===== src/rtl/irc_pkg.sv =====
package irc_pkg;

    localparam int REG_AW   = 12;
    localparam int DW       = 32;
    localparam int VEC_W    = 6;
    localparam int MASK_BIT = 16;
    localparam int LVL_BIT  = 15;
    localparam int POL_BIT  = 13;
    localparam int TBL_BASE = 16;

    localparam logic [REG_AW-1:0] OFS_SEL = 12'h800;
    localparam logic [REG_AW-1:0] OFS_WIN = 12'h810;
    localparam logic [REG_AW-1:0] OFS_EOI = 12'h840;

    typedef enum logic [1:0] {
        ACC_NONE,
        ACC_SEL,
        ACC_WIN,
        ACC_EOI
    } acc_e;

    typedef struct packed {
        logic [DW-1:0] addr;
        logic [DW-1:0] data;
    } msg_t;

    function automatic logic [DW-1:0] dest_unpack(input logic [DW-1:0] p);
        return {4'hF, p[23:16], p[31:24], 12'h000};
    endfunction

    function automatic logic [DW-1:0] dest_pack(input logic [DW-1:0] a);
        return {a[19:12], a[27:20], 16'h0000};
    endfunction

endpackage


===== src/rtl/irc_dest_pack.sv =====
module irc_dest_pack
    import irc_pkg::*;
(
    input  logic [DW-1:0] addr_i,
    output logic [DW-1:0] packed_o
);
    assign packed_o = dest_pack(addr_i);
endmodule


===== src/rtl/irc_regfile.sv =====
module irc_regfile
    import irc_pkg::*;
#(
    parameter int NUM_IN = 8,
    parameter int SEL_W  = 8
) (
    input  logic                       clk,
    input  logic                       rst,
    input  logic                       wr,
    input  logic [REG_AW-1:0]          addr,
    input  logic [DW-1:0]              wdata,
    input  logic [DW-1:0]              rst_high,
    output logic [DW-1:0]              rdata,
    output logic [NUM_IN-1:0][DW-1:0]  low_tbl,
    output logic [NUM_IN-1:0][DW-1:0]  high_tbl,
    output logic                       eoi_valid,
    output logic [VEC_W-1:0]           eoi_vec
);
    localparam int TBL_DEPTH = TBL_BASE + 2 * NUM_IN;
    localparam logic [DW-1:0] VERSION = {16'(TBL_DEPTH), 16'h0001};
    localparam logic [DW-1:0] LOW_FLAGS =
        DW'((1 << MASK_BIT) | (1 << LVL_BIT) | (1 << POL_BIT));

    acc_e             acc;
    logic [SEL_W-1:0] sel;
    logic             win_wr;

    always_comb begin
        unique case (addr)
            OFS_SEL: acc = ACC_SEL;
            OFS_WIN: acc = ACC_WIN;
            OFS_EOI: acc = ACC_EOI;
            default: acc = ACC_NONE;
        endcase
    end

    assign win_wr    = wr && (acc == ACC_WIN);
    assign eoi_valid = wr && (acc == ACC_EOI);
    assign eoi_vec   = wdata[VEC_W-1:0];

    always_ff @(posedge clk) begin
        if (rst)                          sel <= '0;
        else if (wr && (acc == ACC_SEL))  sel <= wdata[SEL_W-1:0];
    end

    for (genvar n = 0; n < NUM_IN; n++) begin : g_ent
        always_ff @(posedge clk) begin
            if (rst) begin
                low_tbl[n]  <= LOW_FLAGS | DW'(n + 2);
                high_tbl[n] <= rst_high;
            end else if (win_wr) begin
                if (sel == SEL_W'(TBL_BASE + 2 * n))     low_tbl[n]  <= wdata;
                if (sel == SEL_W'(TBL_BASE + 2 * n + 1)) high_tbl[n] <= wdata;
            end
        end
    end

    always_comb begin
        rdata = '0;
        case (acc)
            ACC_SEL: rdata = DW'(sel);
            ACC_WIN: begin
                if (sel == SEL_W'(1)) rdata = VERSION;
                for (int n = 0; n < NUM_IN; n++) begin
                    if (sel == SEL_W'(TBL_BASE + 2 * n))     rdata = low_tbl[n];
                    if (sel == SEL_W'(TBL_BASE + 2 * n + 1)) rdata = high_tbl[n];
                end
            end
            default: rdata = '0;
        endcase
    end


    oob_write_ignored_chk: assert property (@(posedge clk) disable iff (rst)
        (win_wr && (32'(sel) >= 32'(TBL_DEPTH) || 32'(sel) < 32'(TBL_BASE)))
        |=> ($stable(low_tbl) && $stable(high_tbl)));

endmodule


===== src/rtl/irc_pend.sv =====
module irc_pend
    import irc_pkg::*;
#(
    parameter int NUM_IN = 8
) (
    input  logic                       clk,
    input  logic                       rst,
    input  logic [NUM_IN-1:0]          irq_in,
    input  logic [NUM_IN-1:0][DW-1:0]  low_tbl,
    input  logic [NUM_IN-1:0][DW-1:0]  high_tbl,
    input  logic                       eoi_valid,
    input  logic [VEC_W-1:0]           eoi_vec,
    input  logic [NUM_IN-1:0]          grant,
    output logic [NUM_IN-1:0]          pend,
    output logic [NUM_IN-1:0]          req
);
    localparam int IDX_W = $clog2(NUM_IN);

    logic [NUM_IN-1:0] irq_q, rise, fall, pend_nx, req_nx, armed;

    assign rise = irq_in & ~irq_q;
    assign fall = ~irq_in & irq_q;

    for (genvar n = 0; n < NUM_IN; n++) begin : g_arm
        assign armed[n] = !low_tbl[n][MASK_BIT] && (high_tbl[n] != '0);
    end

    always_comb begin
        pend_nx = pend;
        req_nx  = req & ~grant;
        if (eoi_valid) begin
            for (int n = 0; n < NUM_IN; n++)
                if (low_tbl[n][VEC_W-1:0] == eoi_vec)
                    pend_nx[low_tbl[n][IDX_W-1:0]] = 1'b0;
        end
        for (int n = 0; n < NUM_IN; n++) begin
            if (fall[n] || (rise[n] && !armed[n])) begin
                pend_nx[low_tbl[n][IDX_W-1:0]] = 1'b0;
            end else if (rise[n]) begin
                pend_nx[low_tbl[n][IDX_W-1:0]] = 1'b1;
                if (!pend[low_tbl[n][IDX_W-1:0]]) req_nx[n] = 1'b1;
            end
        end
    end

    always_ff @(posedge clk) begin
        if (rst) begin
            irq_q <= '0;
            pend  <= '0;
            req   <= '0;
        end else begin
            irq_q <= irq_in;
            pend  <= pend_nx;
            req   <= req_nx;
        end
    end


    pend_clear_after_reset_chk: assert property (@(posedge clk) disable iff (rst)
        $past(rst) |-> (pend == '0));


    pend_set_needs_rise_chk: assert property (@(posedge clk) disable iff (rst)
        (|(pend & ~$past(pend))) |-> $past(|(irq_in & ~irq_q)));

endmodule


===== src/rtl/irc_msg_out.sv =====
module irc_msg_out
    import irc_pkg::*;
#(
    parameter int NUM_IN = 8
) (
    input  logic                       clk,
    input  logic                       rst,
    input  logic [NUM_IN-1:0]          req,
    input  logic [NUM_IN-1:0][DW-1:0]  low_tbl,
    input  logic [NUM_IN-1:0][DW-1:0]  high_tbl,
    input  logic                       msg_ready,
    output logic [NUM_IN-1:0]          grant,
    output logic                       msg_valid,
    output logic [DW-1:0]              msg_addr,
    output logic [DW-1:0]              msg_data
);
    localparam int IDX_W = $clog2(NUM_IN);

    logic [IDX_W-1:0] pick;
    logic             load;
    msg_t             msg_q;

    always_comb begin
        pick = '0;
        for (int n = NUM_IN - 1; n >= 0; n--)
            if (req[n]) pick = IDX_W'(n);
    end

    assign load  = (|req) && (!msg_valid || msg_ready);
    assign grant = load ? (NUM_IN'(1) << pick) : '0;

    always_ff @(posedge clk) begin
        if (rst) begin
            msg_valid <= 1'b0;
            msg_q     <= '0;
        end else if (load) begin
            msg_valid  <= 1'b1;
            msg_q.addr <= dest_unpack(high_tbl[pick]);
            msg_q.data <= DW'(low_tbl[pick][VEC_W-1:0]);
        end else if (msg_ready) begin
            msg_valid <= 1'b0;
        end
    end

    assign msg_addr = msg_q.addr;
    assign msg_data = msg_q.data;


    msg_hold_chk: assert property (@(posedge clk) disable iff (rst)
        (msg_valid && !msg_ready) |=> (msg_valid && $stable(msg_addr) && $stable(msg_data)));


    msg_addr_form_chk: assert property (@(posedge clk) disable iff (rst)
        msg_valid |-> (msg_addr[31:28] == 4'hF && msg_addr[11:0] == 12'h000));

endmodule


===== src/rtl/irq_redirect.sv =====
module irq_redirect
    import irc_pkg::*;
#(
    parameter int          NUM_IN       = 8,
    parameter int          SEL_W        = 8,
    parameter logic [31:0] DEFAULT_DEST = 32'hFFFB_0000
) (
    input  logic              clk,
    input  logic              rst,
    input  logic              reg_wr,
    input  logic [11:0]       reg_addr,
    input  logic [31:0]       reg_wdata,
    output logic [31:0]       reg_rdata,
    input  logic [NUM_IN-1:0] irq_in,
    output logic              msg_valid,
    input  logic              msg_ready,
    output logic [31:0]       msg_addr,
    output logic [31:0]       msg_data,
    output logic [NUM_IN-1:0] pend_vec
);
    logic [NUM_IN-1:0][DW-1:0] low_tbl, high_tbl;
    logic [DW-1:0]             rst_high;
    logic                      eoi_valid;
    logic [VEC_W-1:0]          eoi_vec;
    logic [NUM_IN-1:0]         req, grant;

    irc_dest_pack u_pack (
        .addr_i   (DEFAULT_DEST),
        .packed_o (rst_high)
    );

    irc_regfile #(.NUM_IN(NUM_IN), .SEL_W(SEL_W)) u_regs (
        .clk, .rst,
        .wr        (reg_wr),
        .addr      (reg_addr),
        .wdata     (reg_wdata),
        .rst_high  (rst_high),
        .rdata     (reg_rdata),
        .low_tbl   (low_tbl),
        .high_tbl  (high_tbl),
        .eoi_valid (eoi_valid),
        .eoi_vec   (eoi_vec)
    );

    irc_pend #(.NUM_IN(NUM_IN)) u_pend (
        .clk, .rst,
        .irq_in    (irq_in),
        .low_tbl   (low_tbl),
        .high_tbl  (high_tbl),
        .eoi_valid (eoi_valid),
        .eoi_vec   (eoi_vec),
        .grant     (grant),
        .pend      (pend_vec),
        .req       (req)
    );

    irc_msg_out #(.NUM_IN(NUM_IN)) u_msg (
        .clk, .rst,
        .req       (req),
        .low_tbl   (low_tbl),
        .high_tbl  (high_tbl),
        .msg_ready (msg_ready),
        .grant     (grant),
        .msg_valid (msg_valid),
        .msg_addr  (msg_addr),
        .msg_data  (msg_data)
    );

endmodule


===== config.mk =====
export PLATFORM = sky130hd
export DESIGN_NAME = irq_redirect
export DESIGN_NICKNAME = d
export VERILOG_FILES = /design/src/rtl/irc_pkg.sv /design/src/rtl/irc_dest_pack.sv /design/src/rtl/irc_regfile.sv /design/src/rtl/irc_pend.sv /design/src/rtl/irc_msg_out.sv /design/src/rtl/irq_redirect.sv
export SDC_FILE = /design/constraint.sdc
export NUM_CORES = 2
export LEC_CHECK = 0
export BUFFER_PORTS_ARGS = -buffer_cell sky130_fd_sc_hd__buf_2
export CAP_MARGIN = 30
export CORE_MARGIN = 2
export CORE_UTILIZATION = 43
export CTS_BUF_LIST = sky130_fd_sc_hd__clkbuf_16
export CTS_CLUSTER_SIZE = 10
export DETAILED_ROUTE_END_ITERATION = 10
export MAX_ROUTING_LAYER = met4
export PLACE_DENSITY = 0.57
export SYNTH_ARGS = -nofsm -noshare
export SYNTH_HDL_FRONTEND = slang
export SYNTH_SLANG_ARGS = --single-unit

===== constraint.sdc =====
create_clock -name clk -period 5.1 [get_ports clk]
set_input_delay 1.02 -clock clk [delete_from_list [all_inputs] [get_ports clk]]
set_output_delay 1.02 -clock clk [all_outputs]
set_load 0.1 [all_outputs]

=== Word level (Yosys, flattened, before mapping) ===
Cells that the tools add are included.

* Order comparisons: 17
* Eq/ne operators: 31
* Shift-type cells: 1
* Muxes and demuxes: 122
* Bitwise logic cells: 38
* Reduce and logical (&&, ||, !) cells: 80

{| class="wikitable"
|+ Operator list
! cell !! number
|-
| 32-bit 2-to-1 mux || 17
|-
| 8-bit 2-to-1 mux || 33
|-
| 32-bit nonzero test || 8
|-
| 32-bit binary-select mux with 3-bit select || 2
|-
| 8-bit bitwise AND || 19
|-
| 8-bit by 5-bit equality test with 1-bit output, second input constant || 16
|-
| 8-bit inverter || 11
|-
| 8-bit OR || 8
|-
| 32-bit one-hot mux with 2 select lines || 1
|-
| 6-bit equality test || 8
|-
| 1-bit 2-to-1 mux || 42
|-
| 12-bit equality test, second input constant || 3
|-
| 3-bit by 4-bit less-than comparator with 1-bit output, second input constant || 9
|-
| 2-bit AND reduction || 16
|-
| 1-bit logical AND || 28
|-
| 1-bit binary-select mux with 3-bit select || 8
|-
| 1-bit demux with 3-bit select || 8
|-
| 3-bit by 1-bit >= comparator with 1-bit output, second input constant || 8
|-
| 3-bit 2-to-1 mux || 8
|-
| 22-bit 2-to-1 mux || 1
|-
| 1-bit logical NOT || 17
|-
| 1-bit logical OR || 9
|-
| 8-bit by 1-bit equality test with 1-bit output, second input constant || 1
|-
| 8-bit OR reduction || 1
|-
| 6 further kinds || 7
|}

* Register bits after elaboration: 568

=== Longest topological paths before layout ===
* Depth after elaboration: 53
* Gate-level depth with buffers: 12
* Depth with buffers taken out: 11

=== By module ===
A second synthesis with hierarchy kept.

* Cells, all modules: 3476
* Area total of the unflattened synthesis: 31192.4 um2

{| class="wikitable"
|+ By module, submodules not included
! module !! times used !! cells each !! area each (um2)
|-
| irc_regfile || 1 || 2286 || 22740.6
|-
| irc_pend || 1 || 806 || 5232.5
|-
| irc_msg_out || 1 || 349 || 2967.8
|-
| irc_dest_pack || 1 || 33 || 244.0
|-
| irq_redirect || 1 || 2 || 7.5
|}

=== Worst setup path before layout ===
OpenSTA, ideal clock, no wires.

* Path kind: input to output
* From: input reg_addr[1]
* To: output reg_rdata[26]
* Arrival time: 4.755 ns
* Required time: 4.080 ns
* Setup slack: -0.675 ns
* Cell stages on the path: 9
* Buffers on the path: 2
* Cells stage by stage: nor4_1 > nand4b_1 > or2_2 > inv_1 > ha_1 > nand2b_1 > buf_1 > clkbuf_1 > a221oi_1

* Longest elaborated chain between the ends: 4

{| class="wikitable"
|+ Ends and longest elaborated chain
! what !! RTL line !! RTL
|-
| start: declaration || irq_redirect.sv:11 || <nowiki>input logic [11:0] reg_addr,</nowiki>
|-
| 12-bit equality test || irc_regfile.sv:29 || <nowiki>unique case (addr)</nowiki>
|-
| 2-bit one-hot mux with 3 select lines * || irc_regfile.sv:29 ||
|-
| 2-bit equality test / 2-bit by 1-bit equality test with 1-bit output (equally long branches) || irc_regfile.sv:60 || <nowiki>case (acc)</nowiki>
|-
| 32-bit one-hot mux with 2 select lines * || irc_regfile.sv:60 ||
|-
| end: declaration || irq_redirect.sv:13 || <nowiki>output logic [31:0] reg_rdata,</nowiki>
|}

Mark *: on every way between the ends. The rest lies on a longest branch, timed or not.

=== Worst setup path after layout ===
* From: register u_regs.sel[0]
* To: output reg_rdata[22]

* Longest elaborated chain between the ends: 18

{| class="wikitable"
|+ Ends and longest elaborated chain
! what !! RTL line !! RTL
|-
| start: declaration || irc_regfile.sv:25 || <nowiki>logic [SEL_W-1:0] sel;</nowiki>
|-
| start signal: assignment || irc_regfile.sv:43 || <nowiki>else if (wr && (acc == ACC_SEL)) sel <= wdata[SEL_W-1:0];</nowiki>
|-
| 8-bit by 5-bit equality test with 1-bit output || irc_regfile.sv:65 || <nowiki>if (sel == SEL_W'(TBL_BASE + 2 * n)) rdata = low_tbl[n];</nowiki>
|-
| 32-bit 2-to-1 mux || irc_regfile.sv:65 ||
|-
| 32-bit 2-to-1 mux || irc_regfile.sv:66 || <nowiki>if (sel == SEL_W'(TBL_BASE + 2 * n + 1)) rdata = high_tbl[n];</nowiki>
|-
| 32-bit 2-to-1 mux || irc_regfile.sv:65 ||
|-
| 32-bit 2-to-1 mux || irc_regfile.sv:66 ||
|-
| 32-bit 2-to-1 mux || irc_regfile.sv:65 ||
|-
| 32-bit 2-to-1 mux || irc_regfile.sv:66 ||
|-
| 32-bit 2-to-1 mux || irc_regfile.sv:65 ||
|-
| [... 2 more ...] || -- ||
|-
| 32-bit 2-to-1 mux || irc_regfile.sv:66 ||
|-
| 32-bit 2-to-1 mux || irc_regfile.sv:65 ||
|-
| 32-bit 2-to-1 mux || irc_regfile.sv:66 ||
|-
| 32-bit 2-to-1 mux || irc_regfile.sv:65 ||
|-
| 32-bit 2-to-1 mux || irc_regfile.sv:66 ||
|-
| 32-bit 2-to-1 mux || irc_regfile.sv:65 ||
|-
| 32-bit 2-to-1 mux * || irc_regfile.sv:66 ||
|-
| 32-bit one-hot mux with 2 select lines * || irc_regfile.sv:60 ||
|}

Marked as above.

==> impl_metrics.ini <==
[grt]
use_met1 = 0.493
grt_max_degree = 127
grt_pass1_wl_mm = 205
grt.total_usage = 0.386
grt-busiest-layer = met2
grt_overflow_total = 0
met2_usage = 0.568
use_met3 = 0.0840
antenna_found_initial = 6
grt_pass1_vias = 28800

[finish]
fin_util = 0.490
fillCellCount = 6942
fin_nets = 4034
drive_above_1_share = 0.117
area_delta_synth_final_pct = 12.6

[logic_synthesis]
synth_edf_count = 0
ys_types = 82
synth_area_um2 = 30400
avgSynthCellArea_um2 = 7.52
ys_ff_latch = 568
async_flop_share = 0
ys_seq_area_frac = 0.374
yosys_most_used_dff = dfxtp_1
synth_cells = 4048
yosysWarnings = 0

[clock_tree]
clk_latency_ns = 0.63
cts.sinks = 568
cts-root-buf = clkbuf_16
clock_path_buffers = 3
numCtsBuffers = 70
post_cts_buffers = 0
path_clk_slew_ns = 0.05
htreeDepth = 3
cts_tree = built

[timing]
drv_slew = 0
holdWs_ns = 0.450
setup_viol = 0
min_period_ns = 5.03
grt_setup_unrepaired = false
worstMarginPinSlew_ns = 1.01
hold_viol_final = 0
post-route-period-util = 0.987
max-slew-margin-rel = 0.319
skew_ns = 0.0306
max_freq_mhz = 199

[die]
rows = 97
die_h_um = 270
core_area_um2 = 70000
die_w_um = 270
io_pins = 161
initial_core_util = 0.435
die_area_um2 = 72900

[critical_path]
required_ns = 4.08
startpoint_type = flip-flop
ff2ff_setup_slack_ns = 1.38
arrival_ns = 4.01
critPathKind = flip-flop to output port
end_kind = output port
cp_max_fo = 42

[drt]
wl_per_cell_um = 28.5
via_count = 31400
firstDrtPassIters = 8
drtIter0Drc = 4500
wirelength_mm = 141
antenna_left = 0
drc = 0
via_per_inst = 6.34

[pwr]
ir_drop_mv = 0.236
p_leak_uw = 0.0117
p_total_uw = 9550
powerDensity_nw_per_um2 = 279

[placement]
io_buffers = 122
place.gp.congestion = 1.01
hpwl_mm = 99.6

[min_path]
hold_path.class = flip-flop to flip-flop

[outcome]
status = finished clean

[flow_run]
maxCapViolCount = 0
[metal layers]
metal	wire, um	part of all wire	up-vias
li1	-	-	14000
met1	55400	0.39	14900
met2	61400	0.44	2084
met3	15400	0.11	402
met4	8750	0.062	0
met5	0	0	-
[through the flow]
| step | std cells | setup slack [ns] | TNS [ns] | area [um2] |
|---|---|---|---|---|
| 2_1_floorplan | 4085 | -0.572 | -0.572 | 30600 |
| 3_3_place_gp | 4835 | 0.439 | 0 | 32200 |
| 3_5_place_dp | 4842 | 0.386 | 0 | 32300 |
| 4_1_cts | 4942 | 0.138 | 0 | 34200 |
| 5_1_grt | 4951 | 0.0749 | 0 | 34300 |
| 6_report | 4952 | 0.0655 | 0 | 34300 |
[worst paths after layout]
path	from	to	cells past startpoint
setup / recovery	u_regs.sel[0]	reg_rdata[22]	9
hold / removal	u_regs.low_tbl[14]	u_regs.low_tbl[14]	2
setup reg to reg	u_regs.sel[0]	u_regs.high_tbl[195]	9
hold reg to reg	u_regs.low_tbl[14]	u_regs.low_tbl[14]	2
[sequential cells by signal, summed over array words and instances (netlist names)]
name and flops:
u_regs.high_tbl 256, u_regs.low_tbl 256, u_msg.msg_valid 1, u_regs.sel 8, u_pend.req 8, u_pend.irq_q 8, u_msg.msg_addr 17, u_pend.pend 8
u_msg.msg_data 6
[cell families after synthesis]
logic type | synth area share
adders and majority gates | 0.00123
DFF | 0.374
and+or+nand+nor | 0.269
xor gates and xnor gates | 0.0132
AOI/OAI and AO/OA | 0.194
muxes | 0.0838
buffers and inverters | 0.0649
other | 0.000123
[cell usage in the layout, fill, tap and decap left out, types with 13 or more instances in the layout]
cell and count:
dfxtp_1 566, a31oi_1 22, nor3b_1 14, nand2_1 1163
a21oi_1 529, nand2b_1 23, mux2_2 23, o32ai_1 20
nor3_2 16, nor2_1 180, mux2i_1 103, o21ai_1 13
nand3b_1 139, nand4_1 30, clkbuf_16 72, buf_2 92
nand3_1 43, nor4_1 79, a22oi_1 45, inv_1 28
mux4_2 56, a221oi_1 20, o211ai_1 20, a222oi_1 17
o221ai_1 25, buf_12 46, o21ai_0 67, conb_1 38
o22ai_1 60, nor3_1 37, nor2b_1 38, buf_4 108
a211oi_1 36, xor2_1 16, xnor2_1 30
[Yosys cell counts (14+ instances only)]
cell type | n | area share
nand3b_1 | 139 | 0.034
inv_1 | 17 | 0.0021
a31oi_1 | 22 | 0.0045
o21ai_0 | 69 | 0.011
nand2_1 | 1164 | 0.14
o32ai_1 | 20 | 0.0058
nor3b_1 | 14 | 0.0035
o22ai_1 | 60 | 0.012
nand2b_1 | 23 | 0.0047
nor2_1 | 192 | 0.024
clkbuf_1 | 313 | 0.039
o211ai_1 | 20 | 0.0049
a211oi_1 | 37 | 0.0091
a21oi_1 | 529 | 0.087
xnor2_1 | 30 | 0.0086
nor4_1 | 79 | 0.016
nand3_1 | 44 | 0.0072
mux2i_1 | 103 | 0.034
nor2b_1 | 38 | 0.0078
buf_2 | 46 | 0.0076
nor3_1 | 53 | 0.0087
xor2_1 | 16 | 0.0046
o221ai_1 | 25 | 0.0072
nand4_1 | 30 | 0.0062
a222oi_1 | 17 | 0.0056
buf_4 | 53 | 0.013
buf_1 | 15 | 0.0018
a221oi_1 | 22 | 0.0063
mux4_2 | 56 | 0.041
mux2_2 | 23 | 0.0085
a22oi_1 | 45 | 0.011
dfxtp_1 | 568 | 0.37
[timing repair]
item / in CTS / in global routing
hold buffers: 0 / 0
setup endpoints to repair: 0 / 1
gates resized for setup: 0 / 1
[area by class of cell]
cell class	count	area [um2]	area share
multi-input cells	3067	17400	0.508
clock inverters	28	188	0.00547
well taps	940	1180	0.0343
repair buffers	249	2250	0.0655
diodes	9	22.5	0.000657
inverters	19	71.3	0.00208
flip-flops and latches	568	11400	0.332
clock buffers	72	1800	0.0526
[power breakdown]
part	total, uW	internal, uW	switching (uW)
clock network	4550	2530	2010
logic	533	98.6	435
registers	4470	4440	24.5
total	9550	7080	2470
[critical path, stage by stage (launching register included)]
cell and delay [ns]:
dfxtp_4 0.72, clkinv_1 0.56, nand2_1 0.25, nor2_1 0.12, buf_4 0.19, a221oi_1 0.29, o21ai_1 0.19, a211oi_1 0.47
o22ai_1 0.31, buf_12 0.25
No activity file was read; power rests on OpenSTA's default activity.
